### src/rtl/jtd_pkg.sv
package jtd_pkg;

    typedef enum logic [1:0] {
        CHR_DATA  = 2'b00,
        CHR_BREAK = 2'b01,
        CHR_DELAY = 2'b10,
        CHR_EMPTY = 2'b11
    } chr_kind_e;

endpackage

### src/rtl/jtd_frame_src.sv
module jtd_frame_src
    import jtd_pkg::*;
#(
    parameter int               DATA_W     = 8,
    parameter logic [DATA_W-1:0] EMPTY_CODE = 'hEB,
    parameter logic [DATA_W-1:0] BREAK_CODE = 'hBB,
    parameter logic [DATA_W-1:0] DELAY_CODE = 'hDB
) (
    input  logic              rx_mode,
    input  logic              pend,
    input  logic [DATA_W-1:0] pend_data,
    input  chr_kind_e         pend_kind,
    output logic [DATA_W:0]   frame,
    output logic              take
);

    chr_kind_e         sel_kind;
    logic [DATA_W-1:0] sel_byte;
    logic              even_par;

    always_comb begin
        take     = pend && !rx_mode;
        sel_kind = take ? pend_kind : CHR_EMPTY;
        unique case (sel_kind)
            CHR_DATA:  sel_byte = pend_data;
            CHR_BREAK: sel_byte = BREAK_CODE;
            CHR_DELAY: sel_byte = DELAY_CODE;
            default:   sel_byte = EMPTY_CODE;
        endcase
        even_par = ^sel_byte;
        // reserved characters go out with the wrong parity on purpose
        frame = {(sel_kind == CHR_DATA) ? even_par : ~even_par, sel_byte};
    end

endmodule

### src/rtl/jtd_rx_decode.sv
module jtd_rx_decode
    import jtd_pkg::*;
#(
    parameter int               DATA_W     = 8,
    parameter logic [DATA_W-1:0] EMPTY_CODE = 'hEB,
    parameter logic [DATA_W-1:0] BREAK_CODE = 'hBB,
    parameter logic [DATA_W-1:0] DELAY_CODE = 'hDB
) (
    input  logic              clk,
    input  logic              rst_n,
    input  logic              upd_en,
    input  logic [DATA_W:0]   frame,
    output logic [DATA_W-1:0] data,
    output logic              valid,
    output logic              perr,
    output chr_kind_e         kind
);

    typedef struct packed {
        logic [DATA_W-1:0] data;
        logic              valid;
        logic              perr;
        chr_kind_e         kind;
    } rx_st_t;

    rx_st_t st_d, st_q;
    logic   bad_par;

    always_comb begin
        st_d       = st_q;
        st_d.valid = 1'b0;
        bad_par    = ^frame;
        if (upd_en) begin
            st_d.data  = frame[DATA_W-1:0];
            st_d.valid = 1'b1;
            st_d.perr  = bad_par;
            st_d.kind  = CHR_DATA;
            if (bad_par) begin
                if (frame[DATA_W-1:0] == EMPTY_CODE)      st_d.kind = CHR_EMPTY;
                else if (frame[DATA_W-1:0] == BREAK_CODE) st_d.kind = CHR_BREAK;
                else if (frame[DATA_W-1:0] == DELAY_CODE) st_d.kind = CHR_DELAY;
            end
        end
    end

    always_ff @(posedge clk or negedge rst_n) begin
        if (!rst_n) st_q <= '0;
        else        st_q <= st_d;
    end

    assign data  = st_q.data;
    assign valid = st_q.valid;
    assign perr  = st_q.perr;
    assign kind  = st_q.kind;

    logic seen_q;
    always_ff @(posedge clk or negedge rst_n) begin
        if (!rst_n) seen_q <= 1'b0;
        else        seen_q <= 1'b1;
    end

    // a valid pulse only follows a receive update
    a_r7_valid_after_update: assert property (@(posedge clk) disable iff (!rst_n)
        seen_q && valid |-> $past(upd_en));

    // the error flag moves only together with a valid pulse
    a_r8_perr_held: assert property (@(posedge clk) disable iff (!rst_n)
        seen_q && !valid |-> $stable(perr));

    // a reserved kind is never reported on a frame with good parity
    a_r9_kind_needs_perr: assert property (@(posedge clk) disable iff (!rst_n)
        (kind != CHR_DATA) |-> perr);

endmodule

### src/rtl/jtd_tdo_stage.sv
module jtd_tdo_stage (
    input  logic tck,
    input  logic trst_n,
    input  logic bit_in,
    output logic tdo
);

    logic tdo_d, tdo_q;

    always_comb tdo_d = bit_in;

    always_ff @(negedge tck or negedge trst_n) begin
        if (!trst_n) tdo_q <= 1'b0;
        else         tdo_q <= tdo_d;
    end

    assign tdo = tdo_q;

endmodule

### src/rtl/jtag_tunnel_dr.sv
module jtag_tunnel_dr
    import jtd_pkg::*;
#(
    parameter int               DATA_W     = 8,
    parameter logic [DATA_W-1:0] EMPTY_CODE = 'hEB,
    parameter logic [DATA_W-1:0] BREAK_CODE = 'hBB,
    parameter logic [DATA_W-1:0] DELAY_CODE = 'hDB
) (
    input  logic              tck,
    input  logic              trst_n,
    input  logic              capture_dr,
    input  logic              shift_dr,
    input  logic              update_dr,
    input  logic              tdi,
    output logic              tdo,
    input  logic              rx_mode,
    input  logic [DATA_W-1:0] tx_data,
    input  logic [1:0]        tx_kind,
    input  logic              tx_req,
    output logic              tx_ack,
    output logic [DATA_W-1:0] rx_data,
    output logic              rx_valid,
    output logic              rx_perr,
    output logic [1:0]        rx_kind
);

    localparam int FRAME_W = DATA_W + 1;

    typedef struct packed {
        logic [FRAME_W-1:0] sr;
        logic               pend;
        logic [DATA_W-1:0]  pdata;
        chr_kind_e          pkind;
        logic               ack;
    } dr_st_t;

    dr_st_t             st_d, st_q;
    logic [FRAME_W-1:0] load_frame;
    logic               load_take;
    logic               upd_en;
    chr_kind_e          rx_kind_e;

    jtd_frame_src #(
        .DATA_W(DATA_W), .EMPTY_CODE(EMPTY_CODE),
        .BREAK_CODE(BREAK_CODE), .DELAY_CODE(DELAY_CODE)
    ) u_src (
        .rx_mode   (rx_mode),
        .pend      (st_q.pend),
        .pend_data (st_q.pdata),
        .pend_kind (st_q.pkind),
        .frame     (load_frame),
        .take      (load_take)
    );

    always_comb begin
        st_d     = st_q;
        st_d.ack = 1'b0;
        if (capture_dr) begin
            st_d.sr = load_frame;
            if (load_take) begin
                st_d.ack  = 1'b1;
                st_d.pend = 1'b0;
            end
        end else if (shift_dr) begin
            st_d.sr = {tdi, st_q.sr[FRAME_W-1:1]};
        end
        // slot accepts only when empty before this edge
        if (tx_req && !st_q.pend) begin
            st_d.pend  = 1'b1;
            st_d.pdata = tx_data;
            st_d.pkind = chr_kind_e'(tx_kind);
        end
        upd_en = update_dr && rx_mode && !capture_dr && !shift_dr;
    end

    always_ff @(posedge tck or negedge trst_n) begin
        if (!trst_n) st_q <= '0;
        else         st_q <= st_d;
    end

    jtd_rx_decode #(
        .DATA_W(DATA_W), .EMPTY_CODE(EMPTY_CODE),
        .BREAK_CODE(BREAK_CODE), .DELAY_CODE(DELAY_CODE)
    ) u_rx (
        .clk    (tck),
        .rst_n  (trst_n),
        .upd_en (upd_en),
        .frame  (st_q.sr),
        .data   (rx_data),
        .valid  (rx_valid),
        .perr   (rx_perr),
        .kind   (rx_kind_e)
    );

    jtd_tdo_stage u_tdo (
        .tck    (tck),
        .trst_n (trst_n),
        .bit_in (st_q.sr[0]),
        .tdo    (tdo)
    );

    assign tx_ack  = st_q.ack;
    assign rx_kind = rx_kind_e;

    logic seen_q;
    always_ff @(posedge tck or negedge trst_n) begin
        if (!trst_n) seen_q <= 1'b0;
        else         seen_q <= 1'b1;
    end

    // acknowledging a load leaves the slot empty
    a_r2_ack_empties_slot: assert property (@(posedge tck) disable iff (!trst_n)
        tx_ack |-> !st_q.pend);

    // a capture without a byte to send yields the filler with parity set
    a_r3_filler_loaded: assert property (@(posedge tck) disable iff (!trst_n)
        seen_q && $past(capture_dr && (rx_mode || !st_q.pend))
        |-> st_q.sr == {1'b1, EMPTY_CODE});

    // one shift moves the frame one place and takes in TDI
    a_r4_shift_moves: assert property (@(posedge tck) disable iff (!trst_n)
        seen_q && $past(shift_dr && !capture_dr)
        |-> st_q.sr[FRAME_W-2:0] == $past(st_q.sr[FRAME_W-1:1]) && st_q.sr[FRAME_W-1] == $past(tdi));

    // between rising edges TDO shows the output end of the frame
    a_r5_tdo_tracks: assert property (@(posedge tck) disable iff (!trst_n)
        seen_q |-> tdo == st_q.sr[0]);

    // a waiting byte survives until a transmit capture takes it
    a_r10_pending_held: assert property (@(posedge tck) disable iff (!trst_n)
        seen_q && $past(st_q.pend && !(capture_dr && !rx_mode))
        |-> st_q.pend && st_q.pdata == $past(st_q.pdata));

endmodule

### config.mk
export PLATFORM = sky130hd
export DESIGN_NAME = jtag_tunnel_dr
export DESIGN_NICKNAME = d
export VERILOG_FILES = /design/src/rtl/jtd_pkg.sv /design/src/rtl/jtd_frame_src.sv /design/src/rtl/jtd_rx_decode.sv /design/src/rtl/jtd_tdo_stage.sv /design/src/rtl/jtag_tunnel_dr.sv
export SDC_FILE = /design/constraint.sdc
export NUM_CORES = 1
export LEC_CHECK = 0
export BUFFER_PORTS_ARGS = -buffer_cell sky130_fd_sc_hd__buf_2
export CAP_MARGIN = 20
export CORE_MARGIN = 2
export CORE_UTILIZATION = 40
export CTS_BUF_LIST = sky130_fd_sc_hd__clkbuf_16
export CTS_CLUSTER_SIZE = 24
export DETAILED_ROUTE_END_ITERATION = 8
export MAX_ROUTING_LAYER = met4
export REMOVE_ABC_BUFFERS = 1
export SLEW_MARGIN = 20
export SYNTH_ARGS = -nofsm -noshare
export SYNTH_HDL_FRONTEND = slang
export SYNTH_SLANG_ARGS = --single-unit
### constraint.sdc
create_clock -name tck -period 2 [get_ports tck]
set_input_delay 0.4 -clock tck [delete_from_list [all_inputs] [get_ports tck]]
set_output_delay 0.4 -clock tck [all_outputs]
set_load 0.01 [all_outputs]
# Yosys cells after proc, flatten, opt, wreduce, memory -nomap -nowiden
# Index checks and enable logic that the tools add are counted.
# W data, S select, Z words.
# classes
reduce_logical	16
bitwise_logic	1
mux	15
eq_ne	5
# op_table
cell	count
$eq A8 B8 Y1 const B	3
$pmux W8 S3	1
$mux W9	2
$mux W11	1
$mux W2	5
$reduce_xor A9 Y1	1
$reduce_xor A8 Y1	1
$reduce_bool A2 Y1	3
$logic_and A1 B1 Y1	5
$mux W1	5
$logic_not A1 Y1	4
$mux W4	1
$eq A2 B1 Y1 const B	1
$eq A2 B2 Y1 const B	1
$logic_not A2 Y1	1
$reduce_and A2 Y1	1
$not A1 Y1	1
# word_totals
regBits	34
wordCells	47
out_inout_bits	14
inputBits	18

# Depth between registers and ports, before layout
# Gate-level depths: netlist (run 1).
# logic_depth
ltp_word	9
ltp_mapped	10
mapped_depth_nobuf	9

# Cells and area by module
# From an unflattened synthesis (run 1), not the netlist that was laid out.
# unflattened
cells_unflattened	154
hier_area_um2	1803.0
# modules_own_cells
mod	instances	area_per_inst_um2	seq_area_each_um2	cells_per_inst
jtag_tunnel_dr	1	903.4	525.5	68
jtd_rx_decode	1	604.3	300.3	45
jtd_frame_src	1	270.3	0.0	40
jtd_tdo_stage	1	25.0	25.0	1

==> impl_metrics.py, run 1 <==
metrics = {
    "layout": {
        "stdcell_count": 243,
        "nNetsFinal": 219,
        "fin_area_mm2": 0.00217,
        "drive_gt1_share_pct": 39.4,
        "antenna_cells": 0,
        "area_growth_pct": 25.4,
    },
    "timing": {
        "worst_pin_slew_ns": 0.430,
        "setup_violations": 1,
        "hold_violations": 0,
        "rsz0062_at_grt": "yes",
        "maxSlewViolCount": 0,
        "fin_setup_tns_ns": -0.192,
        "slew-limit-headroom_pct": 71.3,
        "setup_slack_ns": -0.192,
        "skew_ns": 0.0235,
    },
    "clocking": {
        "clock_path_buffers": 2,
        "htreeDepth": 2,
        "clk_latency_ns": 0.30,
        "cts_buffers": 5,
        "cts_setup_buffers": 0,
        "clock-sinks": 34,
        "root_buffer": "clkbuf_16",
        "clk_pin_slew_ns": 0.05,
        "cts_tree": "done",
        "cts_hold_buf": 0,
    },
    "place": {
        "dpl.cell_count": 235,
        "placed_area_mm2": 0.00200,
        "dpl_worst_slack_ns": -0.302,
        "dpl.hpwl_um": 2350,
        "portBuffers": 31,
        "place_congestion": 0.768,
    },
    "route": {
        "wire_per_inst_um": 13.3,
        "vias_per_cell": 4.98,
        "vias": 1209,
        "drt_iter0_drc": 24,
        "ant_nets": 0,
        "wl_um": 3230,
        "drcViolationCount": 0,
        "dr.pass1.iters": 4,
    },
    "critical_path": {
        "cp.arrival_ns": 1.79,
        "cp_top_family": "flip-flops",
        "reg2reg_slack_ns": 0,
        "worstPathMaxFanout": 1,
        "cp-start-kind": "flop",
        "reg2reg_depth": 9,
        "crit_required_ns": 1.60,
        "crit_chain": "buf_2",
        "cp_slowest_cell": "dfrtn_1",
        "cpPeakStageDelay_ns": 0.38,
        "r2r_end": "st_q[20]",
        "crit_type": "flop to output pin",
        "critPathCaptureType": "output pin",
        "reg2reg_from": "st_q[11]",
        "worst-path-buf-inv": 1,
        "crit_start": "u_tdo.tdo",
    },
    "synthesis": {
        "netlist_area_mm2": 0.00173,
        "yosysWarnings": 0,
        "synth_top_area_cell": "dfrtp_1",
        "synth_top_area_share_pct": 47.7,
        "synth_flop_cell": "dfrtp_1",
        "synth-async-reset-ratio_pct": 100,
        "synth_edf_count": 0,
        "ys_ff_latch": 34,
        "synthTopCellsByArea": "dfrtp_1 48%, mux2_2 12%, ha_1 6.5%, xnor2_1 3.0%, nand2_1 2.6%",
        "synthMostInstantiatedCell": "dfrtp_1",
        "synthesis.instances": 150,
        "ys_types": 35,
        "avgSynthCellArea_um2": 11.5,
        "synthTopCellsByCount": "33 x dfrtp_1, 19 x mux2_2, 12 x nand2_1",
        "synth_seq_area_share_pct": 49.1,
    },
    "power_and_ir_drop": {
        "finalPower_w": 0.00247,
        "ir_drop_uv": 477,
        "power_density_mw_per_mm2": 1140,
        "p_leak_nw": 1.01,
    },
    "floorplanning": {
        "fp-row-count": 23,
        "io_pins": 32,
        "die_area_mm2": 0.00487,
        "die_y_um": 69.8,
        "coreArea_mm2": 0.00409,
        "die_x_um": 69.8,
        "start_util_pct": 42.4,
    },
    "grt": {
        "overflow": 0,
        "grt_use_total_pct": 15.5,
        "grt_pass1_vias": 1252,
        "grt_pass1_wl_um": 5790,
        "grt_max_degree": 34,
        "antenna_found_initial": 0,
    },
    "status": {
        "status": "complete, but fails checks",
        "violations": "setup timing",
    },
    "min_path": {
        "hp-class": "input pin to asynchronous set/reset pin",
    },
    "flow_run": {
        "cap_violations": 0,
    },
}
power breakdown:
part | internal, W | total, W | switching [W]
registers | 0.000859 | 0.000977 | 0.000117
clock network | 0.000447 | 0.000709 | 0.000262
logic | 0.000425 | 0.000780 | 0.000355
sequential cells by signal (all words and copies together), names as in the netlist:
| name | cells |
|---|---|
| u_tdo.tdo | 1 |
| u_rx.valid | 1 |
| st_q | 20 |
| u_rx.data | 8 |
| u_rx.kind | 2 |
| tx_ack | 1 |
| u_rx.perr | 1 |
stage by stage:
stage | hold slack, ns | util, %
finish | 0.184 | 53.1
global route | 0.238 | 53.1
CTS | 0.213 | 52.5
detailed placement | 0.492 | 49.0
global placement | 0.485 | 49.0
floorplan | 0.104 | -
area by class of cell:
class | instances | area, um^2
flip-flops and latches | 34 | 851
multi-input cells | 100 | 850
clock buffers | 5 | 125
fillers | 372 | 1920
inverters | 9 | 33.8
well taps | 50 | 62.6
repair buffers | 42 | 238
clock inverters | 3 | 11.3
repair_timing:
action / in CTS / in global routing
setup endpoints to repair: 2 / 2
gates resized for setup: 3 / 6
pin swaps: 0 / 3
hold endpoints to repair: 0 / 0
worst reg2reg max path, delay by kind of cell, from the launching register on:
kind                       cells  cell delay [ns]
AOI/OAI and AO/OA              2             0.27
xor gates and xnor gates       1             0.44
adders and majority gates      1             0.15
buffers and inverters          1             0.08
DFF                            1             0.34
and+or+nand+nor                4             0.57
logic make-up (layout without fill, tap and decap cells):
family	after synthesis	after routing	synth area share, %
compound gates	23	23	9.10
flops	34	34	49.1
mux	22	22	14.1
simple gates	38	38	12.2
buf+inv	16	59	4.12
fa+ha+maj	9	9	6.50
xor+xnor	8	8	4.84
layer usage:
metal  track usage, %  share of wire [%]
met5                -                  0
met4             7.05                2.6
met3             5.38                5.1
met2             23.9                 47
met1             18.3                 45
cells in the final DEF (no fill, tap or decap), types with 2 or more instances in the layout:
cell	instances
a211oi_1	5
a21oi_1	3
a21oi_2	3
a31oi_1	4
buf_2	31
buf_4	11
clkbuf_16	5
dfrtp_1	33
ha_1	8
inv_1	10
inv_2	2
mux2_2	19
mux2i_1	3
nand2_1	12
nand2b_1	6
nor2_1	6
nor2b_1	5
o22ai_1	2
o32ai_1	2
xnor2_1	6
worst max path at each step:
stage	end	slack, ns	cells after the start
final	tdo	-0.19	1
after global routing	tdo	-0.23	1
after CTS	tdo	-0.21	1
after detailed placement	st_q[20]	-0.30	10
after global placement	st_q[20]	-0.23	10
after floorplan	u_rx.data[0]	-0.27	2
No activity file was read; power rests on OpenSTA's default activity.
==> run 2: changes to the inputs <==
CORE_MARGIN = default   (was 2)
==> impl_metrics.py, run 2 (synthesis results as in run 1) <==
metrics = {
    "route": {
        "vias": 1230,
        "wl_um": 3240,
        "dr.pass1.iters": 4,
        "drt_iter0_drc": 61,
        "ant_nets": 0,
        "vias_per_cell": 5.06,
        "wire_per_inst_um": 13.3,
        "drcViolationCount": 0,
    },
    "layout": {
        "largest_reg_flops": 20,
        "drive_gt1_share_pct": 37.3,
        "antenna_cells": 0,
        "area_growth_pct": 24.2,
        "utilization_pct": 52.6,
        "final_common_cell": "dfrtp_1",
        "final_cell_mix": "33 x dfrtp_1, 31 x buf_2, 19 x mux2_2, 12 x nand2_1, 11 x buf_4",
        "nNetsFinal": 219,
        "largest_register": "st_q",
    },
    "critical_path": {
        "reg2reg_depth": 9,
        "reg2reg_slack_ns": -0.04,
        "crit_start": "u_tdo.tdo",
        "cp.arrival_ns": 1.79,
        "crit_end": "tdo",
        "worstPathMaxFanout": 1,
        "cp_top_family": "flip-flops",
        "reg2reg_from": "st_q[11]",
        "cp-start-kind": "flop",
        "crit_type": "flop to output pin",
        "critPathCaptureType": "output pin",
        "crit_chain": "buf_2",
        "worst-path-stages": 1,
        "crit_required_ns": 1.60,
        "r2r_end": "st_q[20]",
        "worst-path-buf-inv": 1,
        "cp_slowest_cell": "dfrtn_1",
        "cpPeakStageDelay_ns": 0.37,
    },
    "clocking": {
        "cts_hold_buf": 0,
        "clock-sinks": 34,
        "htreeDepth": 2,
        "root_buffer": "clkbuf_16",
        "cts_tree": "done",
        "clk_latency_ns": 0.30,
        "clock_path_buffers": 2,
        "clk_pin_slew_ns": 0.06,
        "cts_setup_buffers": 0,
        "cts_buffers": 5,
    },
    "grt": {
        "antenna_found_initial": 0,
        "gr-usage-met3_pct": 7.09,
        "grt_pass1_wl_um": 5600,
        "grt_max_degree": 34,
        "grt_pass1_vias": 1202,
        "grt_use_total_pct": 17.6,
        "grt_busiest_layer": "met2",
        "met1_usage_pct": 20.3,
        "globalRouteMet2Util_pct": 27.5,
        "overflow": 0,
    },
    "floorplanning": {
        "die_area_mm2": 0.00460,
        "fp-row-count": 23,
        "die_y_um": 67.8,
        "coreArea_mm2": 0.00409,
        "io_pins": 32,
        "start_util_pct": 42.4,
        "die_x_um": 67.8,
    },
    "power_and_ir_drop": {
        "p_leak_nw": 1.01,
        "power_frac_comb_pct": 31.3,
        "power_density_mw_per_mm2": 1150,
        "p_clk_share_pct": 29.2,
        "finalPower_w": 0.00247,
        "ir_drop_uv": 450,
        "p_seq_share_pct": 39.5,
        "switching_share_pct": 30.1,
        "p_switching_w": 0.000743,
        "p_int_w": 0.00173,
    },
    "place": {
        "dpl_worst_slack_ns": -0.331,
        "place_congestion": 0.737,
        "portBuffers": 31,
        "dpl.hpwl_um": 2370,
    },
    "timing": {
        "slew-limit-headroom_pct": 72.6,
        "fin_setup_tns_ns": -0.229,
        "rsz0062_at_grt": "yes",
        "worst_pin_slew_ns": 0.410,
        "hold_violations": 0,
        "setup_slack_ns": -0.186,
        "setup_violations": 2,
        "maxSlewViolCount": 0,
        "skew_ns": 0.0243,
    },
    "flow_run": {
        "cap_violations": 0,
    },
    "status": {
        "status": "complete, but fails checks",
        "violations": "setup timing",
    },
    "min_path": {
        "hp-class": "input pin to asynchronous set/reset pin",
    },
}
## run 2: cell count changes in the layout (fill, tap and decap cells not counted), sizes merged
cell	before	now
inv	12	9
clkinv	0	3
## run 2: area by class of cell
type	count	area [um^2]
Clock buffer	5	125
Clock inverter	3	11.3
Fill cell	378	1940
Inverter	9	33.8
Multi-Input combinational cell	100	830
Sequential cell	34	851
Tap cell	50	62.6
Timing Repair Buffer	42	238
## run 2: through the flow
step	hold WS (ns)	instance area (um^2)	instances
floorplan	0.104	1690	143
global placement	0.485	2000	235
detailed placement	0.491	2000	235
CTS	0.216	2150	243
global route	0.224	2150	243
finish	0.183	2150	243
## run 2: worst min path at each step
stage,from,end,slack (ns),cells past startpoint
2_1_floorplan,trst_n,st_q[10],0.10,0
3_3_place_gp,trst_n,u_rx.data[5],0.49,2
3_5_place_dp,u_rx.data[7],u_rx.data[7],0.49,1
4_1_cts,trst_n,u_rx.data[5],0.22,2
5_1_grt,trst_n,u_rx.data[4],0.22,2
6_report,trst_n,u_rx.data[5],0.18,2
## run 2: power groups by stage
stage	Clock (W)	Combinational (W)	Sequential, W
6_report	0.000722	0.000773	0.000977
5_1_grt	0.000779	0.000864	0.00101
4_1_cts	0.000736	0.000781	0.000979
3_5_place_dp	0	0.000773	0.000990
3_3_place_gp	0	0.000753	0.000981
2_1_floorplan	0	0.000481	0.00101
## run 2: metal layers
metal	wire [um]	share of wire, %	up-vias
li1	-	-	605
met1	1490	46	585
met2	1530	47	35
met3	178	5.5	5
met4	51	1.6	0
met5	0	0	-
## run 2: repair_timing
item / in CTS / in global routing
setup endpoints to repair: 2 / 2
pin swaps: 1 / 0
gates resized for setup: 3 / 1
